--- src/rtl/sova_rel_pkg.sv ---
package sova_rel_pkg;

    // Outcome of one compare-and-select stage
    typedef enum logic [1:0] {
        SEL_IDLE   = 2'd0,
        SEL_PREV   = 2'd1,
        SEL_METRIC = 2'd2
    } rel_sel_e;

endpackage

--- src/rtl/sova_rel_skew.sv ---
module sova_rel_skew #(
    parameter int W   = 7,
    parameter int DLY = 0
) (
    input  logic         clk,
    input  logic         rst_n,
    input  logic [W-1:0] d_i,
    output logic [W-1:0] d_o
);
    generate
        if (DLY == 0) begin : g_pass
            assign d_o = d_i;
        end else begin : g_chain
            logic [W-1:0] taps [DLY];
            always_ff @(posedge clk) begin
                if (!rst_n) begin
                    for (int i = 0; i < DLY; i++) taps[i] <= '0;
                end else begin
                    taps[0] <= d_i;
                    for (int i = 1; i < DLY; i++) taps[i] <= taps[i-1];
                end
            end
            assign d_o = taps[DLY-1];
        end
    endgenerate
endmodule

--- src/rtl/sova_rel_stage.sv ---
module sova_rel_stage
    import sova_rel_pkg::*;
#(
    parameter int W = 6
) (
    input  logic         clk,
    input  logic         rst_n,
    input  logic         v_i,
    input  logic         dec_i,
    input  logic [W-1:0] rel_i,
    input  logic         agree_i,
    input  logic [W-1:0] delta_i,
    output logic         v_o,
    output logic         dec_o,
    output logic [W-1:0] rel_o
);
    rel_sel_e     sel;
    logic [W-1:0] rel_nxt;

    always_comb begin
        if (!v_i)                sel = SEL_IDLE;
        else if (agree_i)        sel = SEL_PREV;
        else if (delta_i < rel_i) sel = SEL_METRIC;
        else                     sel = SEL_PREV;
    end

    always_comb begin
        unique case (sel)
            SEL_IDLE:   rel_nxt = rel_o;
            SEL_PREV:   rel_nxt = rel_i;
            SEL_METRIC: rel_nxt = delta_i;
            default:    rel_nxt = rel_o;
        endcase
    end

    always_ff @(posedge clk) begin
        if (!rst_n) begin
            v_o   <= 1'b0;
            dec_o <= 1'b0;
            rel_o <= '0;
        end else begin
            v_o   <= v_i;
            dec_o <= v_i ? dec_i : dec_o;
            rel_o <= rel_nxt;
        end
    end

    // an agreeing depth forwards the incoming reliability unchanged
    p_agree_hold_r4: assert property (@(posedge clk) disable iff (!rst_n)
        (v_i && agree_i) |=> (rel_o == $past(rel_i)));

    // no stage ever raises the reliability
    p_never_rise_r5: assert property (@(posedge clk) disable iff (!rst_n)
        v_i |=> (rel_o <= $past(rel_i)));

    // a disagreeing depth bounds the result by its metric difference
    p_metric_bound_r5: assert property (@(posedge clk) disable iff (!rst_n)
        (v_i && !agree_i) |=> (rel_o <= $past(delta_i)));

    // a zero difference on a disagreeing depth forces zero
    p_zero_metric_r6: assert property (@(posedge clk) disable iff (!rst_n)
        (v_i && !agree_i && (delta_i == '0)) |=> (rel_o == '0));
endmodule

--- src/rtl/sova_rel_fmt.sv ---
module sova_rel_fmt #(
    parameter int W = 6
) (
    input  logic         v_i,
    input  logic         dec_i,
    input  logic [W-1:0] rel_i,
    output logic         out_valid,
    output logic         out_dec,
    output logic [W-1:0] out_rel,
    output logic [W:0]   out_soft
);
    logic [W:0] mag;
    logic [W:0] neg;

    always_comb begin
        mag       = {1'b0, rel_i};
        neg       = (~mag) + {{W{1'b0}}, 1'b1};
        out_valid = v_i;
        out_dec   = v_i & dec_i;
        out_rel   = v_i ? rel_i : '0;
        if (!v_i)       out_soft = '0;
        else if (dec_i) out_soft = neg;
        else            out_soft = mag;
    end

    // idle outputs stay at zero
    always_comb begin
        if (!out_valid) begin
            a_idle_zero_r8: assert (out_soft == '0 && out_rel == '0);
        end
    end
endmodule

--- src/rtl/sova_rel_pipe.sv ---
module sova_rel_pipe #(
    parameter int L = 8,
    parameter int W = 6
) (
    input  logic           clk,
    input  logic           rst_n,
    input  logic           in_valid,
    input  logic           in_dec,
    input  logic [L-1:0]   in_agree,
    input  logic [L*W-1:0] in_delta,
    output logic           out_valid,
    output logic           out_dec,
    output logic [W-1:0]   out_rel,
    output logic [W:0]     out_soft
);
    localparam logic [W-1:0] REL_MAX = {W{1'b1}};
    localparam int           SIDE_W  = W + 1;

    logic         v_s   [L];
    logic         dec_s [L];
    logic [W-1:0] rel_s [L];

    generate
        for (genvar k = 0; k < L; k++) begin : g_depth
            logic [SIDE_W-1:0] side_raw;
            logic [SIDE_W-1:0] side_dly;
            logic              v_in;
            logic              dec_in;
            logic [W-1:0]      rel_in;

            assign side_raw = {in_agree[k], in_delta[W*k +: W]};

            sova_rel_skew #(.W(SIDE_W), .DLY(k)) u_skew (
                .clk   (clk),
                .rst_n (rst_n),
                .d_i   (side_raw),
                .d_o   (side_dly)
            );

            if (k == 0) begin : g_head
                assign v_in   = in_valid;
                assign dec_in = in_dec;
                assign rel_in = REL_MAX;
            end else begin : g_link
                assign v_in   = v_s[k-1];
                assign dec_in = dec_s[k-1];
                assign rel_in = rel_s[k-1];
            end

            sova_rel_stage #(.W(W)) u_stage (
                .clk     (clk),
                .rst_n   (rst_n),
                .v_i     (v_in),
                .dec_i   (dec_in),
                .rel_i   (rel_in),
                .agree_i (side_dly[SIDE_W-1]),
                .delta_i (side_dly[W-1:0]),
                .v_o     (v_s[k]),
                .dec_o   (dec_s[k]),
                .rel_o   (rel_s[k])
            );
        end
    endgenerate

    sova_rel_fmt #(.W(W)) u_fmt (
        .v_i       (v_s[L-1]),
        .dec_i     (dec_s[L-1]),
        .rel_i     (rel_s[L-1]),
        .out_valid (out_valid),
        .out_dec   (out_dec),
        .out_rel   (out_rel),
        .out_soft  (out_soft)
    );
endmodule

--- config.mk ---
export PLATFORM = sky130hd
export DESIGN_NAME = sova_rel_pipe
export DESIGN_NICKNAME = d
export VERILOG_FILES = /design/src/rtl/sova_rel_pkg.sv /design/src/rtl/sova_rel_skew.sv /design/src/rtl/sova_rel_stage.sv /design/src/rtl/sova_rel_fmt.sv /design/src/rtl/sova_rel_pipe.sv
export SDC_FILE = /design/constraint.sdc
export NUM_CORES = 1
export LEC_CHECK = 0
export ABC_AREA = 0
export BUFFER_PORTS_ARGS = -buffer_cell sky130_fd_sc_hd__buf_2
export CELL_PAD_IN_SITES_DETAIL_PLACEMENT = 0
export CELL_PAD_IN_SITES_GLOBAL_PLACEMENT = 2
export CORE_MARGIN = 4
export CORE_UTILIZATION = 39
export DETAILED_ROUTE_END_ITERATION = 12
export PLACE_DENSITY_LB_ADDON = 0.1
export SETUP_SLACK_MARGIN = 0.5
export SLEW_MARGIN = 20
export SYNTH_ARGS = -nofsm -noshare
export SYNTH_HDL_FRONTEND = slang
export SYNTH_HIERARCHICAL = 1
export SYNTH_SLANG_ARGS = --single-unit
--- constraint.sdc ---
create_clock -name clk -period 2.4 [get_ports clk]
set_input_delay 0.48 -clock clk [delete_from_list [all_inputs] [get_ports clk]]
set_output_delay 0.48 -clock clk [all_outputs]
set_load 0.01 [all_outputs]
# Word-level counts from Yosys, hierarchy flattened
# Memories as Yosys holds them, arrays and structs flattened.
# Index checks and enable logic that the tools add are counted.
[word_totals] regBits=64 ram_bits=196 in_bits=60 out_inout_bits=15 elab_cells=160 n_memories=7
[op_classes] n_addsub=1 magnitude_cmp=8 n_eq_ne=16 n_mux=66 n_bitwise=29 reduce_logical=9
[memory_table] memory="g_depth[7].u_skew.g_chain.taps" words=7 word_bits=7 read_ports=7 rd_clocked_by_memory_dff=0 wr=7 line_no="sova_rel_skew.sv:14" source="logic [W-1:0] taps [DLY];"
[memory_table] memory="g_depth[6].u_skew.g_chain.taps" words=6 word_bits=7 read_ports=6 rd_clocked_by_memory_dff=0 wr=6 line_no="sova_rel_skew.sv:14"
[memory_table] memory="g_depth[5].u_skew.g_chain.taps" words=5 word_bits=7 read_ports=5 rd_clocked_by_memory_dff=0 wr=5 line_no="sova_rel_skew.sv:14"
[memory_table] memory="g_depth[4].u_skew.g_chain.taps" words=4 word_bits=7 read_ports=4 rd_clocked_by_memory_dff=0 wr=4 line_no="sova_rel_skew.sv:14"
[memory_table] memory="g_depth[3].u_skew.g_chain.taps" words=3 word_bits=7 read_ports=3 rd_clocked_by_memory_dff=0 wr=3 line_no="sova_rel_skew.sv:14"
[memory_table] memory="g_depth[2].u_skew.g_chain.taps" words=2 word_bits=7 read_ports=2 rd_clocked_by_memory_dff=0 wr=2 line_no="sova_rel_skew.sv:14"
[memory_table] memory="1 more memories"
[op_table] op="$mux W7" count=30
[op_table] op="$pmux W6 S2" count=8
[op_table] op="$mux W2" count=24
[op_table] op="$lt A6 B6 Y1" count=7
[op_table] op="$or A1 B1 Y1" count=27
[op_table] op="$eq A2 B1 Y1 const B" count=8
[op_table] op="$eq A2 B2 Y1 const B" count=8
[op_table] op="$reduce_bool A2 Y1" count=8
[op_table] op="$add A7 B1 Y7 const B" count=1
[op_table] op="$not A6 Y7" count=1
[op_table] op="$reduce_or A7 Y1" count=1
[op_table] op="$lt A6 B6 Y1 const B" count=1
[op_table] op="$mux W6" count=1
[op_table] op="$mux W1" count=3
[op_table] op="$and A1 B1 Y1" count=1

# Depth between registers and ports, before layout
# Gate-level depths: netlist of the first run.
# An unclocked memory read counts as a cell.
[depth] word_depth=7 ltp_mapped=10 mapped_depth_nobuf=9

# By module
# The synthesis of the first run kept the hierarchy.
[modules_own_cells] mod="sova_rel_stage" instances=8 cells_each=61 area_each_um2=523.0
[modules_own_cells] mod="sova_rel_skew at g_depth[7].u_skew" instances=1 cells_each=103 area_each_um2=1345.0
[modules_own_cells] mod="sova_rel_skew at g_depth[6].u_skew" instances=1 cells_each=95 area_each_um2=1228.7
[modules_own_cells] mod="sova_rel_skew at g_depth[5].u_skew" instances=1 cells_each=73 area_each_um2=978.4
[modules_own_cells] mod="sova_rel_skew at g_depth[4].u_skew" instances=1 cells_each=58 area_each_um2=785.8
[modules_own_cells] mod="sova_rel_skew at g_depth[3].u_skew" instances=1 cells_each=51 area_each_um2=645.6
[modules_own_cells] mod="sova_rel_skew at g_depth[2].u_skew" instances=1 cells_each=36 area_each_um2=444.2
[modules_own_cells] mod="sova_rel_fmt" instances=1 cells_each=35 area_each_um2=234.0
[modules_own_cells] mod="sova_rel_skew at g_depth[1].u_skew" instances=1 cells_each=14 area_each_um2=183.9
[modules_own_cells] mod="sova_rel_skew at g_depth[0].u_skew" instances=1 cells_each=7 area_each_um2=52.6
[modules_own_cells] mod="sova_rel_pipe" instances=1 cells_each=1 area_each_um2=3.8

# Worst setup path before layout of the first run
# OpenSTA, ideal clock, no wires.
[synth_timing] path_type="input port to flip-flop" startpoint="in in_delta[5]" endpoint="reg g_depth[0].u_stage.rel_o[0]" arrival_ns=1.861 required_ns=2.285 path_slack_ns=0.424 path_stages=10 cell_sequence="buf_4 ha_1 nand2_1 nor2_1 a31oi_1 ha_1 buf_2 nand2_1 o21ai_1 and2_1"
[synth_between] elab_chain_cells=6
[synth_rtl] item="start, declared" line_no="sova_rel_pipe.sv:10" source="input logic [L*W-1:0] in_delta,"
[synth_rtl] item="$lt A6 B6 Y1 *" line_no="sova_rel_stage.sv:23" source="else if (delta_i < rel_i) sel = SEL_METRIC;"
[synth_rtl] item="$mux W2 *" line_no="sova_rel_stage.sv:23"
[synth_rtl] item="$mux W2 *" line_no="sova_rel_stage.sv:22" source="else if (agree_i) sel = SEL_PREV;"
[synth_rtl] item="$mux W2 *" line_no="sova_rel_stage.sv:21" source="if (!v_i) sel = SEL_IDLE;"
[synth_rtl] item="$eq A2 B2 Y1 or $eq A2 B1 Y1 (tied branches)" line_no="sova_rel_stage.sv:28" source="unique case (sel)"
[synth_rtl] item="$pmux W6 S2 or $reduce_bool A2 Y1 (tied branches)"
[synth_rtl] item="end signal, assigned" line_no="sova_rel_stage.sv:44" source="rel_o <= rel_nxt;"
[synth_rtl] item="end, declared" line_no="sova_rel_stage.sv:15" source="output logic [W-1:0] rel_o"
# Every way passes the cells marked *; elsewhere a longest branch is shown, timed or not.
# A chain may end at the register's enable or synchronous reset.

# Worst setup path after layout of the first run
[layout_timing] startpoint="reg g_depth[7].u_stage.rel_o[3]" endpoint="out out_soft[5]"
[layout_between] elab_chain_cells=4
[layout_rtl] item="start, declared" line_no="sova_rel_stage.sv:15"
[layout_rtl] item="start signal, assigned" line_no="sova_rel_stage.sv:44"
[layout_rtl] item="$not A6 Y7" line_no="sova_rel_fmt.sv:17" source="neg = (~mag) + {{W{1'b0}}, 1'b1};"
[layout_rtl] item="$add A7 B1 Y7" line_no="sova_rel_fmt.sv:17"
[layout_rtl] item="$mux W7" line_no="sova_rel_fmt.sv:22" source="else if (dec_i) out_soft = neg;"
[layout_rtl] item="$mux W7" line_no="sova_rel_fmt.sv:21" source="if (!v_i) out_soft = '0;"
[layout_rtl] item="end, declared" line_no="sova_rel_pipe.sv:14" source="output logic [W:0] out_soft"
# No other way between the ends.

==> results of run 1 <==
## power breakdown
part	internal, mW	switching, mW	total, mW	leakage (nW)
clock network	2.68	1.66	4.34	0.466
logic	0.286	0.250	0.537	2.34
registers	4.44	0.0525	4.49	2.14
## critical path, stage by stage (launching register included)
cell	delay [ns]
dfxtp_4	0.36
or3_4	0.43
a31oi_4	0.21
o311ai_4	0.10
buf_2	0.15
## registers in the layout, indices dropped and copies added, names as in the netlist
name	flops
g_depth.u_stage/rel_o	48
g_depth.u_stage/v_o	8
g_depth.u_skew/g_chain.taps	196
g_depth.u_stage/dec_o	8
## cell type report
class,count,area [um^2]
clock buffer,36,771
clock inverter,11,170
fill,2363,12800
inverter,52,203
multi-input combinational,596,4960
sequential,260,5280
tap,330,413
timing repair buffer,110,694
## how the worst min path moves through the flow
stage | start | endpoint | slack, ns | cells after the start
final | in_delta[27] | g_depth[4].u_skew/g_chain.taps[0][3]$_SDFF_PN0_ | 0.15 | 2
after global routing | in_delta[25] | g_depth[4].u_skew/g_chain.taps[0][1]$_SDFF_PN0_ | 0.12 | 2
after CTS | in_delta[26] | g_depth[4].u_skew/g_chain.taps[0][2]$_SDFF_PN0_ | 0.11 | 2
after detailed placement | g_depth[7].u_skew/g_chain.taps[1][0]$_SDFF_PN0_ | g_depth[7].u_skew/g_chain.taps[1][7]$_SDFF_PN0_ | 0.42 | 1
after global placement | g_depth[4].u_skew/g_chain.taps[1][5]$_SDFF_PN0_ | g_depth[4].u_skew/g_chain.taps[2][5]$_SDFF_PN0_ | 0.42 | 1
after floorplan | g_depth[2].u_skew/g_chain.taps[0][3]$_SDFF_PN0_ | g_depth[2].u_skew/g_chain.taps[0][10]$_SDFF_PN0_ | 0.41 | 1
## kinds of logic (layout without fill, tap and decap cells)
kind of cell	count (synthesis)	after routing	synth area share (%)
fa+ha+maj	49	49	6.08
mux	58	58	5.77
xor+xnor	1	1	0.0869
buf+inv	116	209	6.77
compound gates	110	110	7.08
flops	260	260	51.6
other cells	1	12	0.0372
simple gates	366	366	22.6
## timing repair
action	CTS	global route
buffers inserted	23	4
setup endpoints to repair	54	48
gates resized for setup	85	83
pin swaps	84	64
## per-layer routing
layer / routed length (um) / up-vias / global-route usage, %
li1: - / 3241 / -
met1: 8900 / 2721 / 17.5
met2: 7050 / 84 / 17.2
met3: 727 / 27 / 2.52
met4: 390 / 0 / 3.67
met5: 0 / - / 0
## layout by cell type (no fill, tap or decap), types with 5 or more instances in the layout
| cell type | netlist | routed |
|---|---|---|
| a211oi_4 | 0 | 5 |
| a21o_1 | 8 | 8 |
| a21oi_2 | 8 | 12 |
| a31oi_2 | 0 | 5 |
| and2_1 | 119 | 119 |
| and2_2 | 140 | 140 |
| buf_2 | 8 | 72 |
| buf_4 | 30 | 32 |
| clkbuf_16 | 0 | 28 |
| clkinv_2 | 0 | 5 |
| conb_1 | 1 | 12 |
| dfxtp_1 | 260 | 218 |
| dfxtp_2 | 0 | 34 |
| dfxtp_4 | 0 | 8 |
| ha_1 | 49 | 14 |
| ha_4 | 0 | 31 |
| inv_1 | 52 | 34 |
| inv_2 | 0 | 15 |
| mux2i_1 | 57 | 42 |
| mux2i_2 | 0 | 10 |
| mux2i_4 | 0 | 5 |
| nand2_1 | 66 | 66 |
| nand2b_1 | 10 | 9 |
| nand3_1 | 9 | 8 |
| nor2b_1 | 11 | 10 |
| o211ai_1 | 8 | 8 |
| o21ai_1 | 48 | 48 |
| o22ai_2 | 0 | 5 |
## stage by stage
stage	util (%)	worst slack (ns)	power (mW)	hold WS, ns	cells
after floorplan	-	0.503	4.92	0.412	972
after global placement	42.0	0.123	5.03	0.415	1321
after detailed placement	42.0	0.129	5.04	0.417	1321
after CTS	47.6	0.141	9.52	0.111	1391
after global routing	49.3	0.0796	9.82	0.123	1395
final	49.3	0.142	9.37	0.151	1395
==> impl_results.md, run 1 <==
- Class of the worst hold path: primary input to register
- Area post-placement: 10600 um^2
- Detailed placer's ending HPWL: 10800 um
- Area contributors post-synth: dfxtp_1 52%, and2_2 10%, and2_1 7.4%
- Clk Latency, worst-skew pair: 0.53 ns
- Asr flop ratio synth: 0%
- LEAKAGE: 4.95 nW
- Synthesized area per cell: 10.5 um^2
- Crit path launch type: register
- CTS sink cnt: 260
- CORE AREA: 25300 um^2
- Fin crit share: 94.1%
- Setup TNS: 0 ns
- Area Overhead vs Synth: 23.8%
- CTS tree: built
- Worst Clk Skew: 0.0133 ns
- Drt first pass iters: 6
- Worst endpoint required time: 1.92 ns
- Max frequency: 443 MHz
- R2R depth: 9
- Syn Inst Count: 961
- Number of synthesized flops with an enable pin: 0
- Synth unique cells: 34
- Die area: 28500 um^2
- Setup violators final: 0
- Die width: 169 um
- Input/output buffers: 74
- RR Endpoint: g_depth[2].u_stage/rel_o[5]$_SDFFE_PN0P_
- GRT overflow: 0
- DR DRC count: 0
- Final hold violations: 0
- Global Route Usage Sum: 11.8%
- Routed WL: 17100 um
- Via count: 6073
- Drt via density: 4.35
- Most used DFF post-synth: dfxtp_1
- WL/cell: 12.2 um
- Most frequent cells after synthesis: 260 x dfxtp_1, 140 x and2_2, 119 x and2_1
- Share of layout cells above drive strength 1: 42.2%
- 1st-iter DRT viols: 252
- Post-synthesis instance area: 10100 um^2
- Setup crit end kind: primary output
- Status: completed
- PD cells: 750 nW/um^2
- RSZ-0062 raised after global routing: yes
- Area share of the largest cell type after synthesis: 51.6%
- Fin crit period: 2.26 ns
- Most common cell in the netlist: dfxtp_1
- Die H: 169 um
- Clock slew at reported path FFs: 0.06 ns
- Num CTS Buffers: 28
- Crit path kind: register to primary output
- Largest area contributor in the synthesized netlist: dfxtp_1
- # diodes: 0
- Synth Register Bits: 260
- Clock Tree Buf Depth: 3
- Reg2reg setup slack: 0.38 ns
- CTS root buf: clkbuf_16
- Total of max-cap violations: 0
- Reg2Reg Launch Point: g_depth[2].u_skew/g_chain.taps[0][12]$_SDFF_PN0_
- Largest fanout on the critical path: 5
- Routed Antenna Nets: 0
- # rows: 58
- Worst VDD drop: 0.000535 V
- Routability congestion estimate: 0.762
- Largest net degree at the start of global routing: 89
- Global-route wire length before repair: 28500 um
- Worst Path Arrival: 1.78 ns
- # nets final: 1157
- Post-synthesis sequential area ratio: 51.6%
- Hold-fix buffers, CTS: 0
- Crit path to: out_soft[5]
- Initial Util: 39.8%
- Number of global-route vias before repair: 5764
- Yosys Warn Count: 6
- Worst setup path startpoint: g_depth[7].u_stage/rel_o[3]$_SDFFE_PN0P_
- CTS H-tree lvls: 1
- Io pins: 75
- Antenna violations before repair: 0
- Slew Limit Fails: 0
- Post-route cell area: 12500 um^2
(Power assumes the default switching activity.)
==> run 2: changes to the inputs <==
==> constraint.sdc (replaced) <==
create_clock -name clk -period 2.4 [get_ports clk]
set_input_delay 0.12 -clock clk [delete_from_list [all_inputs] [get_ports clk]]
set_output_delay 0.12 -clock clk [all_outputs]
set_load 0.01 [all_outputs]
==> run 2 against run 1 <==
  * Routed wire length is 3.3% higher
  * Die area did not move
  * Sequential power about the same
  * Critical path type is now register to register
  * Largest power group is now clock
==> impl_results.md, run 2 (synthesized netlist as in run 1, its figures left out) <==
- Commonest non-fill, non-tap cell in the layout: dfxtp_1
- CORE AREA: 25300 um^2
- Largest regs: g_depth.u_skew/g_chain.taps x196, g_depth.u_stage/rel_o x48
- Fin crit share: 85.6%
- Largest fanout on the critical path: 6
- WL/cell: 12.1 um
- Area Overhead vs Synth: 28.4%
- Clock Tree Buf Depth: 3
- Die width: 169 um
- Fin crit period: 2.05 ns
- Status: completed
- Area post-placement: 10600 um^2
- Antenna violations before repair: 0
- Num CTS Buffers: 28
- Buffers & Inverters on Critical Path: 0
- R2R depth: 8
- # rows: 58
- Reg2reg setup slack: 0.35 ns
- Hold Crit Endpoint: g_depth[0].u_stage/rel_o[4]$_SDFFE_PN0P_
- Reg with most FFs: g_depth.u_skew/g_chain.taps
- Post-route cell area: 12900 um^2
- # diodes: 0
- Share of layout cells above drive strength 1: 38.0%
- CTS H-tree lvls: 1
- Slew Limit Fails: 0
- RSZ-0062 raised after global routing: yes
- Max frequency: 487 MHz
- CP top delay family: compound AO/OA/AOI/OAI gates
- Reg2Reg Launch Point: g_depth[2].u_skew/g_chain.taps[0][12]$_SDFF_PN0_
- Worst Clk Skew: 0.0171 ns
- Via count: 6289
- Die area: 28500 um^2
- Setup crit end kind: register
- Drt via density: 4.33
- Crit-path max cell delay: 0.35 ns
- Routability congestion estimate: 0.769
- Largest net degree at the start of global routing: 68
- Io pins: 75
- Final hold violations: 0
- Worst Path Arrival: 2.48 ns
- Fillcell total: 2291
- 1st-iter DRT viols: 222
- Worst setup margin: 0.346 ns
- Setup TNS: 0 ns
- RR Endpoint: g_depth[2].u_stage/rel_o[4]$_SDFFE_PN0P_
- Crit path launch type: register
- Initial Util: 39.8%
- CTS sink cnt: 260
- Class of the worst hold path: primary input to register
- Global-route wire length before repair: 29400 um
- Number of global-route vias before repair: 6055
- GRT overflow: 0
- DR DRC count: 0
- Worst rel slew slack: 59.9%
- Worst endpoint required time: 2.82 ns
- Die H: 169 um
- Worst VDD drop: 0.000495 V
- Placement Setup Slack: 0.0984 ns
- Routed Antenna Nets: 0
- Detailed placer's ending HPWL: 11000 um
- Clock slew at reported path FFs: 0.06 ns
- Critical path cell sequence: ha_4 -> a211oi_2 -> o22ai_1 -> a31oi_2 -> ha_4 -> mux2i_4 -> o21ai_1 -> and2_1
- Global Route Usage Sum: 12.2%
- Total of max-cap violations: 0
- # nets final: 1210
- Largest register FFs: 196
- Most frequent cells in the layout: 220 x dfxtp_1, 140 x and2_2, 119 x and2_1
- Input/output buffers: 74
- Worst-Margin Slew: 0.601 ns
- Crit path kind: register to register
- PD cells: 755 nW/um^2
- Slowest stage cell, crit path: dfxtp_4
- LEAKAGE: 5.17 nW
- Routed WL: 17600 um
- CTS root buf: clkbuf_16
- Setup violators final: 0
- Worst hold start: in_delta[4]
- Clk Latency, worst-skew pair: 0.53 ns
- CP dominant cell by count: ha_4
- Drt first pass iters: 4
- Worst hold margin: 0.0174 ns
- CTS tree: built
- Hold path depth: 4
-- run 2: worst max path at each step --
stage	cells after the start	start	to	slack, ns
2_1_floorplan	10	g_depth[6].u_stage/rel_o[5]$_SDFFE_PN0P_	g_depth[7].u_stage/rel_o[2]$_SDFFE_PN0P_	0.50
3_3_place_gp	9	g_depth[6].u_stage/rel_o[5]$_SDFFE_PN0P_	g_depth[7].u_stage/rel_o[2]$_SDFFE_PN0P_	0.13
3_5_place_dp	9	g_depth[6].u_stage/rel_o[5]$_SDFFE_PN0P_	g_depth[7].u_stage/rel_o[2]$_SDFFE_PN0P_	0.1
4_1_cts	9	g_depth[5].u_stage/rel_o[5]$_SDFFE_PN0P_	g_depth[6].u_stage/rel_o[2]$_SDFFE_PN0P_	0.34
5_1_grt	8	g_depth[2].u_skew/g_chain.taps[0][12]$_SDFF_PN0_	g_depth[2].u_stage/rel_o[2]$_SDFFE_PN0P_	0.25
6_report	8	g_depth[2].u_skew/g_chain.taps[0][12]$_SDFF_PN0_	g_depth[2].u_stage/rel_o[4]$_SDFFE_PN0P_	0.35
-- run 2: metrics by stage --
step | std cells | power [mW] | utilization [%]
final | 1452 | 9.78 | 51.1
after global routing | 1452 | 10.2 | 51.1
after CTS | 1446 | 9.93 | 49.7
after detailed placement | 1324 | 5.03 | 41.9
after global placement | 1324 | 5.03 | 41.9
after floorplan | 972 | 4.91 | -
-- run 2: cell type report --
| class | count | area, um^2 | area share [%] |
|---|---|---|---|
| Timing Repair Buffer | 163 | 1230 | 9.54 |
| Clock buffer | 36 | 781 | 6.03 |
| Sequential cell | 260 | 5280 | 40.8 |
| Clock inverter | 15 | 269 | 2.08 |
| Multi-Input combinational cell | 596 | 4780 | 36.9 |
| Tap cell | 330 | 413 | 3.19 |
| Inverter | 52 | 195 | 1.51 |
-- run 2: per-layer routing --
layer,track usage [%],up-vias,wire length [um]
li1,-,3348,-
met1,17.6,2816,8920
met2,18.5,91,7540
met3,2.41,34,756
met4,3.60,0,417
met5,0,-,0
-- run 2: repair_timing --
item,4_1_cts,5_1_grt
setup endpoints to repair,44,49
gates resized for setup,76,62
pin swaps,82,59
hold buffers,55,0
setup buffers,16,6
endpoints found under the hold margin,54,0
-- run 2: power by group --
part           internal (mW)  switching (mW)  total, mW  leakage (nW)
sequential              4.43          0.0520       4.48          2.14
clock                   3.05            1.68       4.73         0.506
combinational          0.321           0.247      0.568          2.52
total                   7.80            1.98       9.78          5.17
-- run 2: worst min-delay path, stage by stage --
cell     delay, ns
buf_2         0.10
mux2i_1       0.07
o21ai_1       0.10
and2_1        0.12
==> run 3: changes to the inputs <==
--- a/config.mk
+++ b/config.mk
@@ -10,7 +10,7 @@
 export CELL_PAD_IN_SITES_DETAIL_PLACEMENT = 0
 export CELL_PAD_IN_SITES_GLOBAL_PLACEMENT = 2
 export CORE_MARGIN = 4
-export CORE_UTILIZATION = 39
+export CORE_UTILIZATION = 35
 export DETAILED_ROUTE_END_ITERATION = 12
 export PLACE_DENSITY_LB_ADDON = 0.1
 export SETUP_SLACK_MARGIN = 0.5
==> constraint.sdc (replaced) <==
create_clock -name clk -period 1.85 [get_ports clk]
set_input_delay 0.0925 -clock clk [delete_from_list [all_inputs] [get_ports clk]]
set_output_delay 0.0925 -clock clk [all_outputs]
set_load 0.01 [all_outputs]
==> run 3 against run 2 <==
  * The run now ends with negative setup slack left
  * Final cell count up 6.6%
  * Via count increased by 0.38%
  * Clock power up 41%
  * Final area rose by 4.5%
  * Non-clock buffer count is 45 higher
  * Global-route usage decreased by 0.60 points
  * Worst hold slack got worse by 0.0083 ns
  * Critical path depth rose by 2
  * Sequential power up 30%
  * Power grew 36%
  * Critical path type unchanged
  * Largest power group unchanged
==> impl_results.md, run 3 (synthesized netlist as in run 1, its figures left out) <==
- Met2 wire length: 7060 um
- Worst VDD drop: 0.000622 V
- Reg2reg setup slack: -0.20 ns
- Worst rel slew slack: 66.2%
- Crit path launch type: register
- Input/output buffers: 74
- RSZ-0062 raised after global routing: yes
- Multi-input gate area in the final layout: 4790 um^2
- GRT overflow: 0
- Commonest non-fill, non-tap cell in the layout: dfxtp_1
- Setup violators final: 42
- Critical path cell sequence: inv_2 -> ha_4 -> a211oi_4 -> o211ai_1 -> a21oi_2 -> ha_4 -> buf_6 -> mux2i_1 -> o21ai_1 -> and2_1
- DR top layer: met4
- Slew Limit Fails: 0
- Routed Antenna Nets: 0
- CTS H-tree lvls: 1
- Global-route wire length before repair: 30600 um
- Worst setup margin: -0.199 ns
- Internal: 10.6 mW
- CORE AREA: 28100 um^2
- Slowest stage cell, crit path: dfxtp_2
- Clock Power Share: 50.4%
- Drt via density: 4.08
- Die area: 31600 um^2
- Sequential Power Share: 43.8%
- Sw Share: 20.0%
- Met3 WL post-DR: 843 um
- Crit-path max cell delay: 0.33 ns
- Routed WL: 18000 um
- Fin crit share: 111%
- Psw: 2.65 mW
- Clock slew at reported path FFs: 0.06 ns
- Largest regs: g_depth.u_skew/g_chain.taps x196, g_depth.u_stage/rel_o x48
- Num CTS Buffers: 29
- CTS sink cnt: 260
- Post-Route Utilization: 48.2%
- Largest fanout on the critical path: 6
- Io pins: 75
- Hold Crit Endpoint: g_depth[0].u_stage/dec_o$_SDFFE_PN0P_
- R2R depth: 10
- LEAKAGE: 5.50 nW
- Clock Tree Buf Depth: 3
- Area post-placement: 11200 um^2
- Share of layout cells above drive strength 1: 40.4%
- CP dominant cell by count: ha_4
- Most frequent cells in the layout: 232 x dfxtp_1, 140 x and2_2, 113 x and2_1
- Antenna violations before repair: 0
- Worst Path Arrival: 2.47 ns
- Reg with most FFs: g_depth.u_skew/g_chain.taps
- Largest net degree at the start of global routing: 72
- Inst Count DP: 1424
- Global Route Usage Sum: 11.6%
- Final hold violations: 0
- Reg2Reg Launch Point: g_depth[2].u_stage/rel_o[5]$_SDFFE_PN0P_
- Class of the worst hold path: primary input to register
- DR DRC count: 0
- Post-route cell area: 13500 um^2
- Number of global-route vias before repair: 6088
- Comb power frac: 5.8%
- Status: complete, but fails checks
- Placement Setup Slack: -0.316 ns
- Die width: 178 um
- Setup TNS: -5.23 ns
- # rows: 61
- RR Endpoint: g_depth[3].u_stage/rel_o[0]$_SDFFE_PN0P_
- Routability congestion estimate: 0.755
- CTS tree: built
- Setup crit end kind: register
- Worst hold start: rst_n
- # diodes: 0
- Max frequency: 488 MHz
- Worst-Margin Slew: 0.507 ns
- Drt first pass iters: 4
- Worst Clk Skew: 0.0104 ns
- # nets final: 1256
- Detailed placer's ending HPWL: 11600 um
- Hold path depth: 2
- Area Overhead vs Synth: 34.1%
- CTS root buf: clkbuf_16
- Worst endpoint required time: 2.27 ns
- Violated checks: negative setup slack
- Largest register FFs: 196
- 1st-iter DRT viols: 242
- Via count: 6313
- WL/cell: 11.6 um
- Initial Util: 35.9%
- Worst setup path startpoint: g_depth[2].u_stage/rel_o[5]$_SDFFE_PN0P_
- FF+latch area: 5250 um^2
- Fin crit period: 2.05 ns
- Fillcell total: 2667
- CP top delay family: compound AO/OA/AOI/OAI gates
- Total of max-cap violations: 0
- Die H: 178 um
- Buffers & Inverters on Critical Path: 2
- Non-filler cells, final: 1548
- DRT met1 WL: 9720 um
- Clk Latency, worst-skew pair: 0.54 ns
- PD cells: 981 nW/um^2
- Crit path kind: register to register
==> run 3: cell types whose count changed in the layout (fill, tap and decap cells not counted), sizes merged <==
cell / change
buf: +45
bufinv: +3
clkinv: +3
clkinvlp: -3
clkbuf: -1
inv: +1
==> run 3: routing by layer <==
metal	track usage, %	up-vias
li1	-	3450
met1	17.6	2748
met2	16.6	88
met3	2.51	27
met4	3.13	0
met5	0	-
==> run 3: what timing repair did <==
| item | in CTS | in global routing |
|---|---|---|
| resized for setup | 61 | 50 |
| hold buffers | 55 | 0 |
| hold endpoints to repair | 54 | 0 |
| endpoints found under the setup margin | 57 | 56 |
| pin swaps | 38 | 26 |
| setup buffers | 9 | 6 |
==> run 3: how the worst max path moves through the flow <==
stage | slack (ns) | end | cells after the start
floorplan | 0.02 | g_depth[7].u_stage/rel_o[5]$_SDFFE_PN0P_ | 10
detailed placement | -0.32 | g_depth[2].u_stage/rel_o[1]$_SDFFE_PN0P_ | 9
finish | -0.20 | g_depth[3].u_stage/rel_o[0]$_SDFFE_PN0P_ | 10
global placement | -0.28 | g_depth[2].u_stage/rel_o[1]$_SDFFE_PN0P_ | 9
global route | -0.36 | g_depth[2].u_stage/rel_o[4]$_SDFFE_PN0P_ | 10
CTS | -0.24 | g_depth[6].u_stage/rel_o[5]$_SDFFE_PN0P_ | 9
==> run 3: through the flow <==
stage | total power, mW | hold WS (ns)
after detailed placement | 6.60 | 0.303
after floorplan | 6.41 | 0.214
final | 13.3 | 0.00912
after CTS | 13.5 | 0.00808
after global placement | 6.60 | 0.299
after global routing | 13.9 | 0.0385
==> run 3: power by group through the flow <==
stage          sequential, mW  combinational (mW)  clock (mW)
4_1_cts                  5.81               0.771        6.93
5_1_grt                  5.83               0.882        7.16
3_5_place_dp             5.94               0.661           0
2_1_floorplan            5.92               0.493           0
6_report                 5.81               0.774        6.68
3_3_place_gp             5.94               0.656           0
==> run 3: final cells by class <==
type / count / share of cell area, %
Inverter: 52 / 1.46
Tap cell: 378 / 3.50
Sequential cell: 260 / 38.8
Clock inverter: 19 / 2.64
Clock buffer: 35 / 5.83
Timing Repair Buffer: 208 / 12.3
Multi-Input combinational cell: 596 / 35.4
